--- config.mk ---
export PLATFORM = sky130hd
export DESIGN_NAME = bfp_scaler
export DESIGN_NICKNAME = d
export VERILOG_FILES = /design/src/rtl/bfp_pkg.sv /design/src/rtl/bfp_word_mag.sv /design/src/rtl/bfp_growth.sv /design/src/rtl/bfp_shift.sv /design/src/rtl/bfp_scaler.sv
export SDC_FILE = /design/constraint.sdc
export NUM_CORES = 1
export LEC_CHECK = 0
export CAP_MARGIN = 40
export CORE_MARGIN = 4
export CORE_UTILIZATION = 45
export CTS_CLUSTER_SIZE = 10
export DETAILED_ROUTE_END_ITERATION = 8
export DONT_BUFFER_PORTS = 1
export GPL_ROUTABILITY_DRIVEN = 0
export PLACE_DENSITY = 0.67
export SYNTH_ARGS = -nofsm -noshare
export SYNTH_HDL_FRONTEND = slang
export SYNTH_SLANG_ARGS = --single-unit
--- constraint.sdc ---
create_clock -name clk -period 3.7 [get_ports clk]
set_clock_uncertainty 0.1 [all_clocks]
set_input_delay 0.37 -clock clk [delete_from_list [all_inputs] [get_ports clk]]
set_output_delay 0.37 -clock clk [all_outputs]
set_load 0.005 [all_outputs]
--- src/rtl/bfp_pkg.sv ---
package bfp_pkg;
    typedef enum logic [2:0] {
        ST_IDLE,
        ST_SCAN,
        ST_DECIDE,
        ST_REWRITE,
        ST_DONE
    } bfp_state_e;
endpackage

--- src/rtl/bfp_word_mag.sv ---
module bfp_word_mag #(
    parameter int HALF_W = 16
) (
    input  logic [2*HALF_W-1:0] word_i,
    output logic [2*HALF_W-1:0] mag_o
);
    for (genvar h = 0; h < 2; h++) begin : g_half
        logic [HALF_W-1:0] half_v;
        assign half_v = word_i[h*HALF_W +: HALF_W];
        // two's complement negate; the most negative code maps to its own bit pattern
        assign mag_o[h*HALF_W +: HALF_W] = half_v[HALF_W-1] ? (~half_v + 1'b1) : half_v;
    end
endmodule

--- src/rtl/bfp_growth.sv ---
module bfp_growth #(
    parameter int HALF_W  = 16,
    parameter int GUARD   = 3,
    parameter int SHIFT_W = 2
) (
    input  logic [HALF_W-1:0]  mask_i,
    output logic [SHIFT_W-1:0] g_o
);
    localparam int KNEE = HALF_W - 1 - GUARD;

    int   pos;
    logic found;
    int   gi;

    always_comb begin
        pos   = 0;
        found = 1'b0;
        for (int i = 0; i < HALF_W; i++) begin
            if (mask_i[i]) begin
                pos   = i;
                found = 1'b1;
            end
        end
        gi = (found && pos > KNEE) ? pos - KNEE : 0;
        if (gi > GUARD) gi = GUARD;
        g_o = SHIFT_W'(gi);
    end

    always_comb begin
        assert_g_bounded_R4: assert (int'(g_o) <= GUARD);
        assert_g_zero_in_headroom_R4: assert ((mask_i[HALF_W-1 -: GUARD] != '0) || (g_o == '0));
    end
endmodule

--- src/rtl/bfp_shift.sv ---
module bfp_shift #(
    parameter int HALF_W  = 16,
    parameter int SHIFT_W = 2
) (
    input  logic [2*HALF_W-1:0] word_i,
    input  logic [SHIFT_W-1:0]  sh_i,
    output logic [2*HALF_W-1:0] word_o
);
    for (genvar h = 0; h < 2; h++) begin : g_half
        logic signed [HALF_W-1:0] in_v;
        logic signed [HALF_W-1:0] out_v;
        assign in_v  = word_i[h*HALF_W +: HALF_W];
        assign out_v = in_v >>> sh_i;
        assign word_o[h*HALF_W +: HALF_W] = out_v;

        always_comb begin
            assert_sign_kept_R6: assert (out_v[HALF_W-1] == in_v[HALF_W-1]);
        end
    end
endmodule

--- src/rtl/bfp_scaler.sv ---
module bfp_scaler #(
    parameter int ADDR_W = 8,
    parameter int HALF_W = 16,
    parameter int GUARD  = 3,
    parameter int EXP_W  = 8
) (
    input  logic                  clk,
    input  logic                  rst_n,
    input  logic                  start_i,
    input  logic [ADDR_W:0]       blk_len_i,
    output logic                  rd_en_o,
    output logic [ADDR_W-1:0]     rd_addr_o,
    input  logic [2*HALF_W-1:0]   rd_data_i,
    output logic                  wr_en_o,
    output logic [ADDR_W-1:0]     wr_addr_o,
    output logic [2*HALF_W-1:0]   wr_data_o,
    output logic [EXP_W-1:0]      exp_o,
    output logic                  done_o
);
    import bfp_pkg::*;

    localparam int WORD_W  = 2 * HALF_W;
    localparam int LEN_W   = ADDR_W + 1;
    localparam int SHIFT_W = $clog2(GUARD + 1);

    typedef struct packed {
        bfp_state_e          st;
        logic [LEN_W-1:0]    len;
        logic [LEN_W-1:0]    cnt;
        logic                vld;
        logic [ADDR_W-1:0]   tag;
        logic [WORD_W-1:0]   acc;
        logic [SHIFT_W-1:0]  sh;
        logic [EXP_W-1:0]    expo;
    } regs_t;

    regs_t q, d;

    logic [WORD_W-1:0]  mag_w;
    logic [HALF_W-1:0]  mask_w;
    logic [SHIFT_W-1:0] g_w;
    logic [WORD_W-1:0]  shifted_w;
    logic               rd_req;
    logic               last_w;

    bfp_word_mag #(.HALF_W(HALF_W)) u_mag (
        .word_i (rd_data_i),
        .mag_o  (mag_w)
    );

    assign mask_w = q.acc[WORD_W-1:HALF_W] | q.acc[HALF_W-1:0];

    bfp_growth #(.HALF_W(HALF_W), .GUARD(GUARD), .SHIFT_W(SHIFT_W)) u_growth (
        .mask_i (mask_w),
        .g_o    (g_w)
    );

    bfp_shift #(.HALF_W(HALF_W), .SHIFT_W(SHIFT_W)) u_shift (
        .word_i (rd_data_i),
        .sh_i   (q.sh),
        .word_o (shifted_w)
    );

    assign last_w = ({1'b0, q.tag} == (q.len - LEN_W'(1)));

    always_comb begin
        d      = q;
        d.vld  = 1'b0;
        rd_req = 1'b0;
        case (q.st)
            ST_IDLE: begin
                if (start_i) begin
                    d.len = blk_len_i;
                    d.cnt = '0;
                    d.acc = '0;
                    d.st  = (blk_len_i == '0) ? ST_DONE : ST_SCAN;
                end
            end
            ST_SCAN, ST_REWRITE: begin
                if (q.cnt < q.len) begin
                    rd_req = 1'b1;
                    d.cnt  = q.cnt + LEN_W'(1);
                    d.vld  = 1'b1;
                    d.tag  = q.cnt[ADDR_W-1:0];
                end
                if (q.vld) begin
                    if (q.st == ST_SCAN) d.acc = q.acc | mag_w;
                    if (last_w) d.st = (q.st == ST_SCAN) ? ST_DECIDE : ST_DONE;
                end
            end
            ST_DECIDE: begin
                if (g_w == '0) begin
                    d.st = ST_DONE;
                end else begin
                    d.sh   = g_w;
                    d.expo = q.expo + EXP_W'(g_w);
                    d.cnt  = '0;
                    d.st   = ST_REWRITE;
                end
            end
            ST_DONE: d.st = ST_IDLE;
            default: d.st = ST_IDLE;
        endcase
    end

    always_ff @(posedge clk or negedge rst_n) begin
        if (!rst_n) q <= '0;
        else        q <= d;
    end

    assign rd_en_o   = rd_req;
    assign rd_addr_o = q.cnt[ADDR_W-1:0];
    assign wr_en_o   = q.vld && (q.st == ST_REWRITE);
    assign wr_addr_o = q.tag;
    assign wr_data_o = shifted_w;
    assign exp_o     = q.expo;
    assign done_o    = (q.st == ST_DONE);

    assert_exp_step_R7: assert property (@(posedge clk) disable iff (!rst_n)
        (exp_o != $past(exp_o)) |-> ((exp_o - $past(exp_o)) <= EXP_W'(GUARD)));

    assert_done_pulse_R8: assert property (@(posedge clk) disable iff (!rst_n)
        done_o |=> !done_o);

    assert_wr_follows_rd_R6: assert property (@(posedge clk) disable iff (!rst_n)
        wr_en_o |-> ($past(rd_en_o) && (wr_addr_o == $past(rd_addr_o))));

    assert_no_rw_clash_R6: assert property (@(posedge clk) disable iff (!rst_n)
        (rd_en_o && wr_en_o) |-> (rd_addr_o != wr_addr_o));

    assert_scan_no_write_R2: assert property (@(posedge clk) disable iff (!rst_n)
        (done_o && $past(exp_o) == exp_o && $past(done_o, 1) == 1'b0) |-> !wr_en_o);
endmodule

==> results by group <==
Detailed routing
  • Avg WL per Cell: 18.6 um
  • Number of iterations in the first detailed-routing pass: 4
  • Vias per Instance: 6.10
  • Number of nets with antenna violations after routing: 0
  • Overall routed net length: 12500 um
  • Vias post-DR: 4095
  • Number of DRC violations after detailed-routing iteration 0: 305
  • DRC Markers: 0

Worst setup path
  • Crit-path leading delay family: compound AO/OA/AOI/OAI gates
  • Setup crit start kind: register
  • Endpoint arrival time on the critical path: 3.47 ns
  • Required @ worst endpoint: ~3.9 ns
  • Most common cell type on the critical path: ha_1
  • Max stage delay cell, worst path: or4_4
  • Cell-by-cell listing of the critical path: or4_4 -> o211ai_1 -> nand2_1 -> ha_1 -> nor2_1 -> o21ai_0 -> o211ai_2 -> a21oi_1 -> ha_1 -> a21o_1 -> nand4_1 -> a2111oi_2 -> xor2_1
  • Crit-path max cell delay: around 0.56 ns
  • Kind of critical path: register to register
  • Maximum net fanout on the critical path: 9
  • Number of buffer and inverter stages on the critical path: 0
  • Endpoint type of the worst setup path: register

Finish
  • Layout Nets: 583
  • Antenna diode count: 0
  • Layout cells sized above 1: 15.5%
  • Number of filler instances in the final layout: roughly 1100
  • Area Overhead vs Synth: 4.97%

Synthesis
  • Cell area after technology mapping: 5310 um2
  • Post-Synthesis Net Count: slightly above 600
  • Number of enable flip-flop cells after synthesis: 0
  • Dominant cell by count in the synthesized netlist: dfrtp_1
  • Top cell types by occurrence after synthesis: dfrtp_1, nor2_1, nand2_1
  • Post-Synthesis Cells: roughly 560
  • Flop and latch count out of synthesis: 72
  • YS warnings: 0
  • Cell accounting for the most synthesized area: dfrtp_1
  • Synth unique cells: 73
  • Mean Syn Cell Area: 9.54 um2
  • Share of Yosys cell area claimed by the top area cell type: 33.9%
  • Async SR Flop Fraction: 100%
  • Main synth FF type: dfrtp_1
  • Sequential cell area fraction in the yosys report: between 30% and 40%
  • Leading cell types by total area after synthesis: dfrtp_1, mux4_2, xnor2_1

STA
  • Pins over their slew limit: 0
  • Setup-violating endpoint count in the final report: 0
  • Post-layout min period: around 3.3 ns
  • Highest achievable clock rate: 0.302 GHz
  • Hold slack: 0.0533 ns
  • RSZ-0062 raised after global routing: no
  • Transition time at the pin with the least slew margin: ~0.63 ns
  • Final count of hold timing violations: 0
  • Sum of negative setup slack: 0 ns
  • Worst-case headroom to the max-slew limit: 57.7%
  • Final Cycle Share: 89.6%

Floorplan
  • Die extent in x: 117 um
  • Die Outline Area: 13600 um2
  • Core region area: 11500 um2
  • Effective utilization at floorplan: roughly 46%
  • Die Y-Extent: 117 um
  • Site Rows: 39
  • Count of boundary I/O pins: 103

Placed design
  • Detailed Place HPWL: 9280 um
  • Count of buffers from port buffering: 0

CTS
  • Deepest clock path buffer count: 2
  • Clk pin slew, worst setup/hold paths: roughly 0.06 ns
  • Number of clock sinks: 72
  • Count of H-tree levels built during CTS: 3
  • Source-to-sink clock delay at the later pin of the worst-skew pair: 0.33 ns
  • Buffer cell driving the clock tree root: clkbuf_16
  • CTS tree: yes
  • Number of buffers created by CTS: 9

Worst hold path
  • Hold/Removal Path Class: primary input to register

Global route
  • Total gr overflow: 0
  • Via count of the first global-routing pass: 4062
  • Pin count of the biggest net entering global routing: 73
  • Global-route wire length before repair: 20500 um
  • Total routing usage reported by global routing: between 10% and 20%
  • Antenna violations before repair: 0

Power and ir drop
  • Power density over the cells: 758 nW/um2
  • Worst IR Drop VDD: 0.417 mV
  • Post-layout total power: 4.23 mW
  • Leakage power figure: roughly 2.1 nW

Run
  • Number of max-capacitance violations reported: 0

Outcome
  • Outcome: complete, no violations
final timing paths:
check,from,end,slack (ns),cells past startpoint
worst min register to register,exp_o[7],exp_o[7],0.42,1
max in group asynchronous,rst_n,exp_o[2],2.73,2
min in group asynchronous,rst_n,rd_addr_o[0],0.47,2
worst max register to register,q[15],exp_o[7],0.38,13
worst max-delay path,q[15],exp_o[7],0.38,13
worst min-delay path,blk_len_i[1],q[61],0.05,2
per-layer routing:
layer  vias up  routed length [um]  GRT usage [%]
met5         -                   0              0
met4         0                 221           5.05
met3        19                 961           4.92
met2       129                5800           28.8
met1      1995                5520           26.6
li1       1952                   -              -
final cells by class:
class | instances | area [um2] | area share, %
clock buffers | 13 | 250 | 4.49
clock inverters | 3 | 17.5 | 0.314
inverters | 21 | 78.8 | 1.41
multi-input cells | 411 | 3160 | 56.7
flip-flops and latches | 72 | 1800 | 32.3
well taps | 143 | 179 | 3.21
repair buffers | 8 | 90.1 | 1.62
kinds of logic after synthesis:
kind of cell	synth area share [%]
xor gates and xnor gates	7.25
adders and majority gates	3.91
AOI/OAI and AO/OA	17.3
muxes	13.1
buffers and inverters	7.28
and+or+nand+nor	17.3
DFF	33.9
metrics by stage:
step           utilization [%]  setup WS (ns)  instances  cell area, um2
2_1_floorplan                -          0.644        557            5310
3_3_place_gp              45.7          0.455        652            5240
3_5_place_dp              45.8          0.341        653            5260
4_1_cts                   48.5          0.319        671            5560
5_1_grt                   48.6         0.0541        671            5580
6_report                  48.6          0.383        671            5580
power breakdown:
| group | leakage, nW | switching, mW | total [mW] | internal [mW] |
|---|---|---|---|---|
| Sequential | 0.823 | 0.495 | 1.60 | 1.10 |
| Clock | 0.130 | 0.312 | 0.782 | 0.470 |
| Combinational | 1.15 | 0.988 | 1.85 | 0.857 |
registers in the layout (all words and copies together) (netlist names):
register and flops:
exp_o 8, wr_addr_o 8, rd_addr_o 8, q 48
layout by cell type (no fill, tap or decap), drive strengths merged, types with 2 or more instances in the layout:
cell type / count
xor2: 8
nor3: 11
xnor2: 36
a2111oi: 3
clkbuf: 13
o21bai: 2
a41oi: 2
nor3b: 7
nand4: 6
a21o: 5
clkinv: 2
o211ai: 6
o41ai: 5
or3: 7
o31a: 2
a31oi: 6
mux2: 9
a21oi: 42
o21ai: 30
a211oi: 6
nand2: 50
and2: 3
nor4: 12
or2: 3
mux4: 26
or4: 5
nand2b: 6
nand3: 11
nor2: 53
o31ai: 11
dfrtp: 72
buf: 7
o22ai: 4
ha: 15
o2bb2ai: 2
o2111ai: 2
inv: 21
o21a: 2
what timing repair did:
item / 4_1_cts / 5_1_grt
gates resized for setup: 0 / 3
hold buffers: 2 / 0
buffers inserted: 0 / 0
hold endpoints to repair: 72 / 0
setup endpoints to repair: 0 / 1
No activity file was read; power rests on OpenSTA's default activity.
